### src/rtl/pcm_slot_pkg.sv
package pcm_slot_pkg;
  localparam int unsigned PIN_MCLK_RX = 0;
  localparam int unsigned PIN_BCLK_TX = 1;
  localparam int unsigned PIN_BCLK_RX = 2;
  localparam int unsigned PIN_FS_TX   = 3;
  localparam int unsigned PIN_FS_RX   = 4;
  localparam int unsigned PIN_DR      = 5;
  localparam int unsigned PIN_COUNT   = 6;
endpackage

### src/rtl/pcm_edge_sync.sv
module pcm_edge_sync (
  input  logic clk,
  input  logic rst,
  input  logic pin,
  output logic lvl,
  output logic rise,
  output logic fall
);
  logic s_q, d_q;

  always_ff @(posedge clk) begin
    if (rst) begin
      s_q <= 1'b0;
      d_q <= 1'b0;
    end else begin
      s_q <= pin;
      d_q <= s_q;
    end
  end

  assign lvl  = s_q;
  assign rise = s_q & ~d_q;
  assign fall = ~s_q & d_q;
endmodule

### src/rtl/pcm_static_det.sv
module pcm_static_det #(
  parameter int unsigned LIMIT = 16
) (
  input  logic clk,
  input  logic rst,
  input  logic edge_seen,
  output logic is_static
);
  localparam int unsigned CW = $clog2(LIMIT + 1);
  logic [CW-1:0] idle_q;

  always_ff @(posedge clk) begin
    if (rst) begin
      idle_q    <= '0;
      is_static <= 1'b0;
    end else if (edge_seen) begin
      idle_q    <= '0;
      is_static <= 1'b0;
    end else begin
      if (idle_q != CW'(LIMIT)) idle_q <= idle_q + 1'b1;
      is_static <= (idle_q == CW'(LIMIT));
    end
  end

  AST_EDGE_CLEARS_STATIC: assert property (@(posedge clk) disable iff (rst)
    edge_seen |=> !is_static);
endmodule

### src/rtl/pcm_tx_slot.sv
module pcm_tx_slot #(
  parameter int unsigned W = 8
) (
  input  logic         clk,
  input  logic         rst,
  input  logic         pd,
  input  logic         bclk_rise,
  input  logic         fs_lvl,
  input  logic [W-1:0] sample,
  output logic         dx,
  output logic         dx_oe,
  output logic         slot_n
);
  localparam int unsigned CW = $clog2(W + 1);
  logic [W-1:0]  sh_q;
  logic [CW-1:0] cnt_q;

  always_ff @(posedge clk) begin
    if (rst || pd) begin
      sh_q   <= '0;
      cnt_q  <= '0;
      dx     <= 1'b0;
      dx_oe  <= 1'b0;
      slot_n <= 1'b1;
    end else if (bclk_rise) begin
      if (dx_oe) begin
        if (cnt_q == CW'(W - 1)) begin
          dx_oe  <= 1'b0;
          slot_n <= 1'b1;
          dx     <= 1'b0;
          cnt_q  <= '0;
        end else begin
          cnt_q <= cnt_q + 1'b1;
          sh_q  <= sh_q << 1;
          dx    <= sh_q[W-2];
        end
      end else if (fs_lvl) begin
        sh_q   <= sample;
        dx     <= sample[W-1];
        cnt_q  <= '0;
        dx_oe  <= 1'b1;
        slot_n <= 1'b0;
      end
    end
  end

  AST_SLOT_NEEDS_FS: assert property (@(posedge clk) disable iff (rst)
    $rose(dx_oe) |-> $past(fs_lvl && bclk_rise));
  AST_DX_MOVES_ON_EDGE: assert property (@(posedge clk) disable iff (rst)
    (!bclk_rise && !pd) |=> $stable(dx));
  AST_PD_SILENCES_TX: assert property (@(posedge clk) disable iff (rst)
    pd |=> (!dx_oe && slot_n));
endmodule

### src/rtl/pcm_rx_slot.sv
module pcm_rx_slot #(
  parameter int unsigned W = 8
) (
  input  logic         clk,
  input  logic         rst,
  input  logic         pd,
  input  logic         bclk_rise,
  input  logic         bclk_fall,
  input  logic         fs_lvl,
  input  logic         dr_lvl,
  output logic [W-1:0] rx_sample,
  output logic         rx_valid
);
  localparam int unsigned CW = $clog2(W + 1);
  logic [W-1:0]  sh_q;
  logic [CW-1:0] cnt_q;
  logic          armed_q;

  always_ff @(posedge clk) begin
    if (rst || pd) begin
      sh_q      <= '0;
      cnt_q     <= '0;
      armed_q   <= 1'b0;
      rx_valid  <= 1'b0;
      rx_sample <= '0;
    end else begin
      rx_valid <= 1'b0;
      if (!armed_q && bclk_rise && fs_lvl) begin
        armed_q <= 1'b1;
        cnt_q   <= '0;
      end else if (armed_q && bclk_fall) begin
        sh_q <= {sh_q[W-2:0], dr_lvl};
        if (cnt_q == CW'(W - 1)) begin
          rx_sample <= {sh_q[W-2:0], dr_lvl};
          rx_valid  <= 1'b1;
          armed_q   <= 1'b0;
          cnt_q     <= '0;
        end else begin
          cnt_q <= cnt_q + 1'b1;
        end
      end
    end
  end

  AST_VALID_ONE_CYCLE: assert property (@(posedge clk) disable iff (rst)
    rx_valid |=> !rx_valid);
  AST_VALID_AFTER_FALL: assert property (@(posedge clk) disable iff (rst)
    rx_valid |-> $past(bclk_fall));
endmodule

### src/rtl/pcm_slot_port.sv
module pcm_slot_port #(
  parameter int unsigned W          = 8,
  parameter int unsigned IDLE_LIMIT = 16
) (
  input  logic         clk,
  input  logic         rst,
  input  logic         mclk_rx,
  input  logic         bclk_tx,
  input  logic         bclk_rx,
  input  logic         fs_tx,
  input  logic         fs_rx,
  input  logic         dr,
  input  logic [W-1:0] tx_sample,
  output logic         dx,
  output logic         dx_oe,
  output logic         slot_n,
  output logic [W-1:0] rx_sample,
  output logic         rx_valid,
  output logic         clk_src_tx,
  output logic         power_down
);
  import pcm_slot_pkg::*;

  logic [PIN_COUNT-1:0] pin_raw, pin_lvl, pin_rise, pin_fall;
  logic mclk_static, bclk_rx_static;
  logic rx_rise, rx_fall;

  assign pin_raw[PIN_MCLK_RX] = mclk_rx;
  assign pin_raw[PIN_BCLK_TX] = bclk_tx;
  assign pin_raw[PIN_BCLK_RX] = bclk_rx;
  assign pin_raw[PIN_FS_TX]   = fs_tx;
  assign pin_raw[PIN_FS_RX]   = fs_rx;
  assign pin_raw[PIN_DR]      = dr;

  for (genvar i = 0; i < PIN_COUNT; i++) begin : g_pin
    pcm_edge_sync u_sync (
      .clk (clk),
      .rst (rst),
      .pin (pin_raw[i]),
      .lvl (pin_lvl[i]),
      .rise(pin_rise[i]),
      .fall(pin_fall[i])
    );
  end

  pcm_static_det #(.LIMIT(IDLE_LIMIT)) u_mclk_det (
    .clk      (clk),
    .rst      (rst),
    .edge_seen(pin_rise[PIN_MCLK_RX] | pin_fall[PIN_MCLK_RX]),
    .is_static(mclk_static)
  );

  pcm_static_det #(.LIMIT(IDLE_LIMIT)) u_bclk_det (
    .clk      (clk),
    .rst      (rst),
    .edge_seen(pin_rise[PIN_BCLK_RX] | pin_fall[PIN_BCLK_RX]),
    .is_static(bclk_rx_static)
  );

  always_ff @(posedge clk) begin
    if (rst) begin
      power_down <= 1'b0;
      clk_src_tx <= 1'b0;
    end else begin
      power_down <= mclk_static &  pin_lvl[PIN_MCLK_RX];
      clk_src_tx <= mclk_static & ~pin_lvl[PIN_MCLK_RX];
    end
  end

  assign rx_rise = bclk_rx_static ? pin_rise[PIN_BCLK_TX] : pin_rise[PIN_BCLK_RX];
  assign rx_fall = bclk_rx_static ? pin_fall[PIN_BCLK_TX] : pin_fall[PIN_BCLK_RX];

  logic unused_pins;
  assign unused_pins = ^{pin_fall[PIN_FS_TX], pin_fall[PIN_FS_RX], pin_fall[PIN_DR],
                         pin_rise[PIN_FS_TX], pin_rise[PIN_FS_RX], pin_rise[PIN_DR],
                         pin_lvl[PIN_BCLK_TX], pin_lvl[PIN_BCLK_RX]};

  pcm_tx_slot #(.W(W)) u_tx (
    .clk      (clk),
    .rst      (rst),
    .pd       (power_down),
    .bclk_rise(pin_rise[PIN_BCLK_TX]),
    .fs_lvl   (pin_lvl[PIN_FS_TX]),
    .sample   (tx_sample),
    .dx       (dx),
    .dx_oe    (dx_oe),
    .slot_n   (slot_n)
  );

  pcm_rx_slot #(.W(W)) u_rx (
    .clk      (clk),
    .rst      (rst),
    .pd       (power_down),
    .bclk_rise(rx_rise),
    .bclk_fall(rx_fall),
    .fs_lvl   (pin_lvl[PIN_FS_RX]),
    .dr_lvl   (pin_lvl[PIN_DR]),
    .rx_sample(rx_sample),
    .rx_valid (rx_valid)
  );

  AST_SRC_OR_PD: assert property (@(posedge clk) disable iff (rst)
    !(power_down && clk_src_tx));
endmodule

### config.mk
export PLATFORM = sky130hd
export DESIGN_NAME = pcm_slot_port
export DESIGN_NICKNAME = d
export VERILOG_FILES = /design/src/rtl/pcm_slot_pkg.sv /design/src/rtl/pcm_edge_sync.sv /design/src/rtl/pcm_static_det.sv /design/src/rtl/pcm_tx_slot.sv /design/src/rtl/pcm_rx_slot.sv /design/src/rtl/pcm_slot_port.sv
export SDC_FILE = /design/constraint.sdc
export NUM_CORES = 1
export LEC_CHECK = 0
export ABC_AREA = 1
export BUFFER_PORTS_ARGS = -buffer_cell sky130_fd_sc_hd__buf_2
export CAP_MARGIN = 20
export CORE_MARGIN = 5
export CORE_UTILIZATION = 25
export CTS_BUF_LIST = sky130_fd_sc_hd__clkbuf_8 sky130_fd_sc_hd__clkbuf_16
export CTS_CLUSTER_SIZE = 30
export DETAILED_ROUTE_END_ITERATION = 8
export SYNTH_ARGS = -nofsm -noshare
export SYNTH_HDL_FRONTEND = slang
export SYNTH_HIERARCHICAL = 1
export SYNTH_SLANG_ARGS = --single-unit
### constraint.sdc
create_clock -name clk -period 1.4 [get_ports clk]
set_clock_uncertainty 0.05 [all_clocks]
set_input_delay 0.07 -clock clk [delete_from_list [all_inputs] [get_ports clk]]
set_output_delay 0.07 -clock clk [all_outputs]
set_load 0.01 [all_outputs]
# Word-level counts from Yosys, hierarchy flattened
# Index checks and enable logic that the tools add are counted.
[word_totals] ff_bits=58 latch_bits=0 mem_bits_rw=0 mem_bits_ro=0 in_bits=16 out_inout_bits=14 elab_cells=95 mem_count=0
[classes] n_addsub=4 mul=0 div_mod_pow=0 n_lt_le_gt_ge=0 n_eq_ne=8 shift=0 mux=22 n_bitwise=18 reduce_logical=18
[op_table] cell="$mux 7" count=3
[op_table] cell="$mux 4" count=4
[op_table] cell="$mux 1" count=15
[op_table] cell="$add 5x1->5 const B" count=2
[op_table] cell="$eq 5x5->1 const B" count=2
[op_table] cell="$ne 5x5->1 const B" count=2
[op_table] cell="$reduce_and 3->1" count=3
[op_table] cell="$add 4x1->4 const B" count=2
[op_table] cell="$and 1x1->1" count=8
[op_table] cell="$eq 4x3->1 const B" count=2
[op_table] cell="$not 1->1" count=8
[op_table] cell="$reduce_and 2->1" count=3
[op_table] cell="$reduce_bool 2->1" count=3
[op_table] cell="$reduce_or 2->1" count=3
[op_table] cell="$ne 2x2->1 const B" count=2
[op_table] cell="$logic_and 1x1->1" count=3
[op_table] cell="$reduce_or 3->1" count=1
[op_table] cell="$or 1x1->1" count=2
[op_table] cell="$logic_not 1->1" count=1
[op_table] cell="$logic_or 1x1->1" count=1

# Depth between registers and ports, before layout
# Gate-level depths: netlist of the first run.
[logic_depth] word_depth=7 ltp_mapped=10 mapped_depth_nobuf=10

# Modules after synthesis
# The synthesis of the first run kept the hierarchy.
[by_module_without_submodules] module="pcm_rx_slot" instances=1 cells_per_inst=115 area_each_um2=849.6 seq_area_each_um2=420.4
[by_module_without_submodules] module="pcm_tx_slot" instances=1 cells_per_inst=110 area_each_um2=721.9 seq_area_each_um2=280.3
[by_module_without_submodules] module="pcm_static_det" instances=2 cells_per_inst=36 area_each_um2=287.8 seq_area_each_um2=120.1
[by_module_without_submodules] module="pcm_edge_sync" instances=6 cells_per_inst=9 area_each_um2=66.3 seq_area_each_um2=40.0
[by_module_without_submodules] module="pcm_slot_port" instances=1 cells_per_inst=16 area_each_um2=97.6 seq_area_each_um2=40.0

# Least setup slack after synthesis of the first run
# Ideal clock, no wire load.
[synth_timing] path_kind="register to register" startpoint="reg g_pin[1].u_sync.s_q" endpoint="reg u_tx.slot_n" setup_ns=0.115 arrival_ns=1.143 required_ns=1.235 path_slack_ns=0.092 stages_incl_launch_ff=9 path_buffers=1 period_less_slack_ns=1.308 cell_sequence="dfxtp_1 inv_1 nor2_1 o21ai_2 inv_2 buf_6 o21ai_0 nand2_1 nand2_1"
[synth_between] elab_chain_len=2
[synth_rtl] element="from (decl)" line="pcm_edge_sync.sv:9" source="logic s_q, d_q;"
[synth_rtl] element="from (signal assigned)" line="pcm_edge_sync.sv:16" source="s_q <= pin;"
[synth_rtl] element="$and 1x1->1" line="pcm_edge_sync.sv:22" source="assign rise = s_q & ~d_q;"
[synth_rtl] element="net pin_rise[1]" line="pcm_slot_port.sv:24" source="logic [PIN_COUNT-1:0] pin_raw, pin_lvl, pin_rise, pin_fall;"
[synth_rtl] element="$reduce_and 3->1 (no source line)"
[synth_rtl] element="to (signal assigned)" line="pcm_tx_slot.sv:24" source="slot_n <= 1'b1;"
[synth_rtl] element="to (signal assigned)" line="pcm_tx_slot.sv:29" source="slot_n <= 1'b1;"
[synth_rtl] element="to (signal assigned)" line="pcm_tx_slot.sv:42" source="slot_n <= 1'b0;"
[synth_rtl] element="to (decl)" line="pcm_tx_slot.sv:12" source="output logic slot_n"
# The timed path passes the listed nets, and every way through them passes these cells.
# A chain may end at the register's enable or synchronous reset.

# Worst setup path in the final report of the first run
[layout_timing] startpoint="reg g_pin[2].u_sync.d_q" endpoint="reg u_rx.rx_sample[4]"
[layout_between] word_cells_on_any_way=10 classes_between="mux (2); bitwise (4); reduce/logical (4)"
[layout_lines] element="from (decl)" line="pcm_edge_sync.sv:9"
[layout_lines] element="from (signal assigned)" line="pcm_edge_sync.sv:17" source="d_q <= s_q;"
[layout_lines] element="$and 1x1->1" line="pcm_edge_sync.sv:23" source="assign fall = ~s_q & d_q;"
[layout_lines] element="net pin_fall[2]" line="pcm_slot_port.sv:24"
[layout_lines] element="$mux 1" line="pcm_slot_port.sv:71" source="assign rx_fall = bclk_rx_static ? pin_fall[PIN_BCLK_TX] : pin_fall[PIN_BCLK_RX];"
[layout_lines] element="net rx_fall" line="pcm_slot_port.sv:26" source="logic rx_rise, rx_fall;"
[layout_lines] element="$logic_and 1x1->1" line="pcm_rx_slot.sv:31" source="end else if (armed_q && bclk_fall) begin"
[layout_lines] element="$reduce_and 3->1 (no source line)"
[layout_lines] element="to (signal assigned)" line="pcm_rx_slot.sv:34" source="rx_sample <= {sh_q[W-2:0], dr_lvl};"
[layout_lines] element="to (decl)" line="pcm_rx_slot.sv:11" source="output logic [W-1:0] rx_sample,"
# The timed path passes the listed nets, and every way through them passes these cells.

==> results of run 1 <==
state kept, by name (all words and copies together), names as in the netlist, 3 cells and up:
register,count
u_mclk_det/idle_q,5
u_bclk_det/idle_q,5
u_rx/sh_q,7
g_pin.u_sync/lvl,6
u_rx/cnt_q,4
u_tx/cnt_q,4
u_tx/sh_q,7
u_rx/rx_sample,8
g_pin.u_sync/d_q,3
how the worst max path moves through the flow:
stage / start / to / slack [ns] / cells after the start
final: g_pin[2].u_sync/d_q$_SDFF_PP0_ / u_rx/rx_sample[4]$_SDFFE_PP0P_ / 0.05 / 10
after global routing: g_pin[2].u_sync/d_q$_SDFF_PP0_ / u_rx/rx_sample[4]$_SDFFE_PP0P_ / -0.06 / 10
after CTS: u_tx/cnt_q[1]$_SDFFE_PP0P_ / u_tx/sh_q[4]$_SDFFE_PP0P_ / 0.003 / 8
after detailed placement: u_tx/cnt_q[1]$_SDFFE_PP0P_ / u_tx/sh_q[4]$_SDFFE_PP0P_ / 0.03 / 8
after global placement: u_tx/cnt_q[1]$_SDFFE_PP0P_ / u_tx/dx_oe$_SDFFE_PP0P_ / 0.04 / 8
after floorplan: g_pin[1].u_sync/lvl$_SDFF_PP0_ / u_tx/slot_n$_SDFFE_PP1P_ / 0.09 / 8
metrics by stage:
step / utilization, % / instances / total power, mW
final: 34.0 / 550 / 3.53
after CTS: 32.6 / 543 / 3.58
after detailed placement: 29.4 / 516 / 1.97
after global routing: 34.0 / 550 / 3.71
after floorplan: - / 349 / 1.89
after global placement: 29.4 / 516 / 1.96
cell usage in the layout, fill, tap and decap left out, drive strengths merged, types with 2 or more instances in the layout:
cell type	instances
buf	46
inv	55
clkbuf	10
ha	6
nand4	11
nand3	23
clkinv	2
a21oi	26
clkinvlp	3
xnor2	2
dlygate4sd3	11
nand2	76
nor2	72
dfxtp	58
o21ai	10
or2	2
tightest hold or removal path, stage by stage:
cell	delay, ns
buf_2	0.08
a21oi_1	0.06
nand3_1	0.05
nand2_1	0.05
nor2_1	0.07
layer usage:
| metal | vias up | track usage [%] | wire length [µm] |
|---|---|---|---|
| met4 | 0 | 4.93 | 112 |
| met5 | - | 0 | 0 |
| met1 | 985 | 10.4 | 2430 |
| met2 | 25 | 13.9 | 2440 |
| met3 | 10 | 2.52 | 154 |
| li1 | 1215 | - | - |
timing repair:
item	in CTS	in global routing
endpoints found under the setup margin	0	24
hold endpoints to repair	9	0
buffers inserted	0	6
resized for setup	0	23
hold buffers	11	0
power groups by stage:
stage	sequential (mW)	clock (mW)	combinational, mW
after floorplan	1.75	0	0.140
after global placement	1.75	0	0.209
after detailed placement	1.76	0	0.213
after CTS	1.72	1.63	0.236
after global routing	1.73	1.71	0.278
final	1.72	1.57	0.246
cell type report:
type | count | area [µm²]
Clock buffer | 9 | 124
Clock inverter | 7 | 78.8
Fill cell | 1068 | 6480
Inverter | 54 | 205
Multi-Input combinational cell | 231 | 1170
Sequential cell | 58 | 1170
Tap cell | 133 | 166
Timing Repair Buffer | 58 | 433
==> impl_metrics.csv, run 1 <==
group,metric,value,unit
sta,slew_headroom,78.9,%
layout,final_cell_area,3340,µm²
routing,ant_nets,0,
sta,hold_slack,0.0104,ns
floorplanning,design.die.area,12200,µm²
global_route,grt_pass1_vias,2036,
place,preCtsSetupSlack,0.0280,ns
floorplanning,core_area,9820,µm²
layout,area_growth,32.3,%
clock_tree,clockBufferDepth,2,
floorplanning,die_y,111,µm
sta,setup_violations,0,
pwr,comb_power_share,6.9,%
place,io_buffers,29,
routing,vias,2235,
routing,drt_first_pass_iters,4,
yosys,ys_warn_count,6,
hold_path,min_to,"u_tx/sh_q[6]$_SDFFE_PP0P_",
layout,diodes,0,
clock_tree,cts_tree,"yes",
yosys,synth_area_per_cell,7.24,µm²
place,dpl.hpwl,3670,µm
setup_path,critPathSlowestCell,"dfxtp_2",
floorplanning,die_x,111,µm
clock_tree,cts-root-buf,"clkbuf_8",
floorplanning,io_pins,30,
clock_tree,htree_levels,3,
global_route,grt_use_total,8.70,%
yosys,syn_area,2530,µm²
setup_path,r2r_cells,10,
sta,finalMaxSlewViolations,0,
pwr,seq_power_share,48.6,%
sta,setup_slack,0.0518,ns
routing,drt-initial-drc-count,70,
pwr,ir_worst_vdd,0.422,mV
setup_path,r2r-end,"u_rx/rx_sample[4]$_SDFFE_PP0P_",
floorplanning,num_rows,36,
global_route,grt_pass1_wl,8880,µm
setup_path,required,1.60,ns
place,place_area,2890,µm²
setup_path,end_kind,"flip-flop",
clock_tree,clock-sinks,58,
sta,min_period_over_period,96.3,%
status,outcome,"completed",
sta,fin_tns_setup,0,ns
setup_path,crit_path_cell_trace,"inv_2 -> nor2_2 -> nand2_1 -> nand2_2 -> nand3_4 -> nor2_4 -> buf_12 -> nand2_2 -> nand2_1 -> nor2_1",
clock_tree,clock_latency,0.35,ns
routing,wl,5130,µm
setup_path,cpLargestDelayFamily,"simple AND/OR/NAND/NOR gates",
setup_path,critical_path_class,"reg2reg",
hold_path,holdCritStartpoint,"tx_sample[6]",
sta,tightest_slew,0.316,ns
pwr,power_density,1060,nW/µm²
layout,layout-drive-gt1-share,24.5,%
setup_path,arrival,1.55,ns
routing,wl_per_cell,9.33,µm
setup_path,worst-path-buf-inv,2,
hold_path,hold_depth,5,
clock_tree,cts.clk_slew.worst_paths,0.08,ns
clock_tree,cts_buffers,9,
global_route,antenna_found_initial,0,
setup_path,rrSetupSlack,0.05,ns
pwr,p_clk_share,44.4,%
routing,drcViolationCount,0,
layout,nets,434,
yosys,syn-num-nets,371,
sta,max_freq,0.742,GHz
pwr,p_sw_share,25.5,%
pwr,switchingPower,0.901,mW
yosys,syn_inst,349,
floorplanning,initial_core_util,25.7,%
hold_path,hold_class,"in2reg",
pwr,power.internal,2.63,mW
routing,via_per_inst,4.06,
sta,period_minus_slack,1.35,ns
global_route,grt_max_degree,19,
run,drv_cap,0,
pwr,leakage,1.51,nW
sta,hold_violations,0,
sta,rsz0062_at_grt,"yes",
setup_path,crit_path_start_kind,"flip-flop",
setup_path,slowest_delay,0.33,ns
place,place_congestion,0.784,
setup_path,rr_startpoint,"g_pin[2].u_sync/d_q$_SDFF_PP0_",
global_route,globalRouteOverflowTotal,0,
setup_path,crit_fanout,8,
Note: power is estimated with default switching activity, not from simulation.
==> run 2: changes to the inputs <==
Settings changed: CORE_UTILIZATION 25 to 45, PLACE_DENSITY from default to 0.66.
==> run 2 against run 1 <==
Effect of this change: largest power group is now clock; count of clock-buffer cells in the layout grew 2; non-clock buffer count is 8 lower; register-to-register slack worse by 0.06 ns; first-iteration DRC count grew 51%; sequential power about the same; flip-flop and latch count stayed put; final area down 3.1%; sequential share of layout area grew 1.1 points; utilization increased by 25 points; the run now ends with negative setup slack left; critical path depth stayed put; highest routed layer unchanged; routed wire length fell by 7.1%.
==> impl_metrics.csv, run 2 (synthesized netlist as in run 1, its figures left out) <==
group,metric,value,unit
place,io_buffers,29,
sta,slew_headroom,79.4,%
global_route,grt_pass1_wl,8250,µm
setup_path,end_kind,"flip-flop",
global_route,grt_max_degree,19,
hold_path,holdCritStartpoint,"tx_sample[6]",
sta,setup_slack,-0.00572,ns
floorplanning,core_area,5470,µm²
clock_tree,clockBufferDepth,2,
hold_path,hold_class,"in2reg",
routing,wl_per_cell,9.91,µm
sta,tightest_slew,0.308,ns
sta,max_freq,0.711,GHz
pwr,p_total,3.68,mW
floorplanning,num_rows,27,
layout,nets,426,
place,place_congestion,0.792,
layout,multi_input_area,1190,µm²
setup_path,crit_path_start_kind,"flip-flop",
layout,ff_latch_area,1170,µm²
run,drv_cap,0,
setup_path,r2r_cells,10,
routing,via_per_inst,4.61,
layout,final_common_cell,"nand2_1",
setup_path,arrival,1.58,ns
pwr,leakage,1.50,nW
status,outcome,"complete, but fails checks",
clock_tree,clock-sinks,58,
setup_path,rrSetupSlack,-0.006,ns
layout,fillers,548,
place,dpl.hpwl,3360,µm
layout,area_growth,28.2,%
layout,fin_util,59.2,%
floorplanning,design.die.area,7210,µm²
routing,vias,2216,
clock_tree,htree_levels,3,
sta,hold_violations,0,
hold_path,hold_depth,5,
global_route,grt_use_total,14.1,%
floorplanning,initial_core_util,46.2,%
sta,period_minus_slack,1.41,ns
sta,min_period_over_period,100,%
setup_path,critical_path_class,"reg2reg",
clock_tree,cts-root-buf,"clkbuf_8",
setup_path,r2r-end,"u_rx/rx_sample[6]$_SDFFE_PP0P_",
layout,final_cell_mix,"nand2_1, nor2_1, dfxtp_1",
global_route,antenna_found_initial,0,
routing,ant_nets,0,
clock_tree,cts_buffers,9,
floorplanning,die_x,84.9,µm
layout,diodes,0,
hold_path,min_to,"u_tx/sh_q[6]$_SDFFE_PP0P_",
setup_path,required,1.57,ns
clock_tree,cts_tree,"yes",
layout,largest_reg_flops,8,
pwr,ir_worst_vdd,0.814,mV
sta,setup_violations,1,
setup_path,crit_fanout,8,
layout,largestRegisters,"u_rx/rx_sample x8, u_rx/sh_q x7, u_tx/sh_q x7",
pwr,power_density,1140,nW/µm²
sta,rsz0062_at_grt,"yes",
status,violations,"negative setup slack",
routing,drcViolationCount,0,
clock_tree,cts.clk_slew.worst_paths,0.07,ns
clock_tree,clock_latency,0.33,ns
sta,finalMaxSlewViolations,0,
global_route,grt_pass1_vias,2032,
setup_path,rr_startpoint,"g_pin[2].u_sync/d_q$_SDFF_PP0_",
routing,drt_first_pass_iters,4,
routing,drt-initial-drc-count,106,
layout,largest_register,"u_rx/rx_sample",
floorplanning,io_pins,30,
global_route,globalRouteOverflowTotal,0,
routing,wl,4770,µm
floorplanning,die_y,84.9,µm
layout,layout-drive-gt1-share,24.0,%
run 2: changes by cell type in the layout (fill, tap and decap cells not counted), moves of 3 or more:
cell / delta
clkinvlp_4: -3
nor2_2: +4
dlygate4sd3_1: -3
buf_4: -4
nor2_1: -4
nand2_2: -4
run 2: per-layer routing:
metal / GRT usage (%) / wire (µm) / vias to the layer above / part of all wire, %
met5: 0 / 0 / - / 0
met4: 7.05 / 58 / 0 / 1.2
met3: 4.47 / 186 / 6 / 3.9
met2: 23.1 / 2280 / 31 / 48
met1: 16.6 / 2240 / 982 / 47
li1: - / - / 1197 / -
run 2: worst max-delay path, cell delays in order (launching register included):
cell,delay (ns)
dfxtp_2,0.33
inv_2,0.03
nor2_2,0.10
nand2_1,0.07
nand2_2,0.12
nand3_4,0.11
nor2_4,0.20
buf_12,0.16
nand2_1,0.05
nand2_1,0.05
nor2_1,0.04
run 2: metrics by stage:
| step | setup WS, ns | std cells | area, µm² | setup TNS (ns) | hold WS, ns |
|---|---|---|---|---|---|
| after floorplan | 0.0921 | 349 | 2530 | 0 | 0.0912 |
| after global placement | 0.0673 | 454 | 2800 | 0 | 0.225 |
| after detailed placement | 0.0139 | 454 | 2800 | 0 | 0.230 |
| after CTS | 0.00508 | 478 | 3120 | 0 | 0.00770 |
| after global routing | -0.0807 | 481 | 3240 | -0.613 | 0.0450 |
| final | -0.00572 | 481 | 3240 | -0.00572 | 0.0200 |
run 2: where the power goes:
group          internal [mW]  switching (mW)  total [mW]  leakage (nW)
sequential              1.69          0.0324        1.72         0.473
combinational          0.103           0.128       0.231         0.903
clock                   1.09           0.633        1.73         0.121
total                   2.88           0.794        3.68          1.50
run 2: how the worst max path moves through the flow:
stage / startpoint / endpoint / slack [ns] / depth (start not counted)
after floorplan: g_pin[1].u_sync/lvl$_SDFF_PP0_ / u_tx/slot_n$_SDFFE_PP1P_ / 0.09 / 8
after global placement: u_tx/cnt_q[1]$_SDFFE_PP0P_ / u_tx/dx_oe$_SDFFE_PP0P_ / 0.07 / 8
after detailed placement: u_tx/cnt_q[1]$_SDFFE_PP0P_ / u_tx/sh_q[2]$_SDFFE_PP0P_ / 0.01 / 8
after CTS: u_tx/cnt_q[1]$_SDFFE_PP0P_ / u_tx/sh_q[2]$_SDFFE_PP0P_ / 0.005 / 8
after global routing: g_pin[2].u_sync/d_q$_SDFF_PP0_ / u_rx/rx_sample[6]$_SDFFE_PP0P_ / -0.08 / 10
final: g_pin[2].u_sync/d_q$_SDFF_PP0_ / u_rx/rx_sample[6]$_SDFFE_PP0P_ / -0.006 / 10
run 2: final cells by class:
class	count	area share, %
timing repair buffer	50	10.9
clock inverter	5	2.40
clock buffer	11	4.68
inverter	54	6.34
tap	72	2.78
sequential	58	36.0
multi-input combinational	231	36.9
run 2: what timing repair did:
item / in CTS / in global routing
hold endpoints to repair: 8 / 0
resized for setup: 1 / 27
hold buffers: 8 / 0
gates cloned: 0 / 1
pin swaps: 0 / 5
setup endpoints to repair: 2 / 23
buffers inserted: 0 / 2
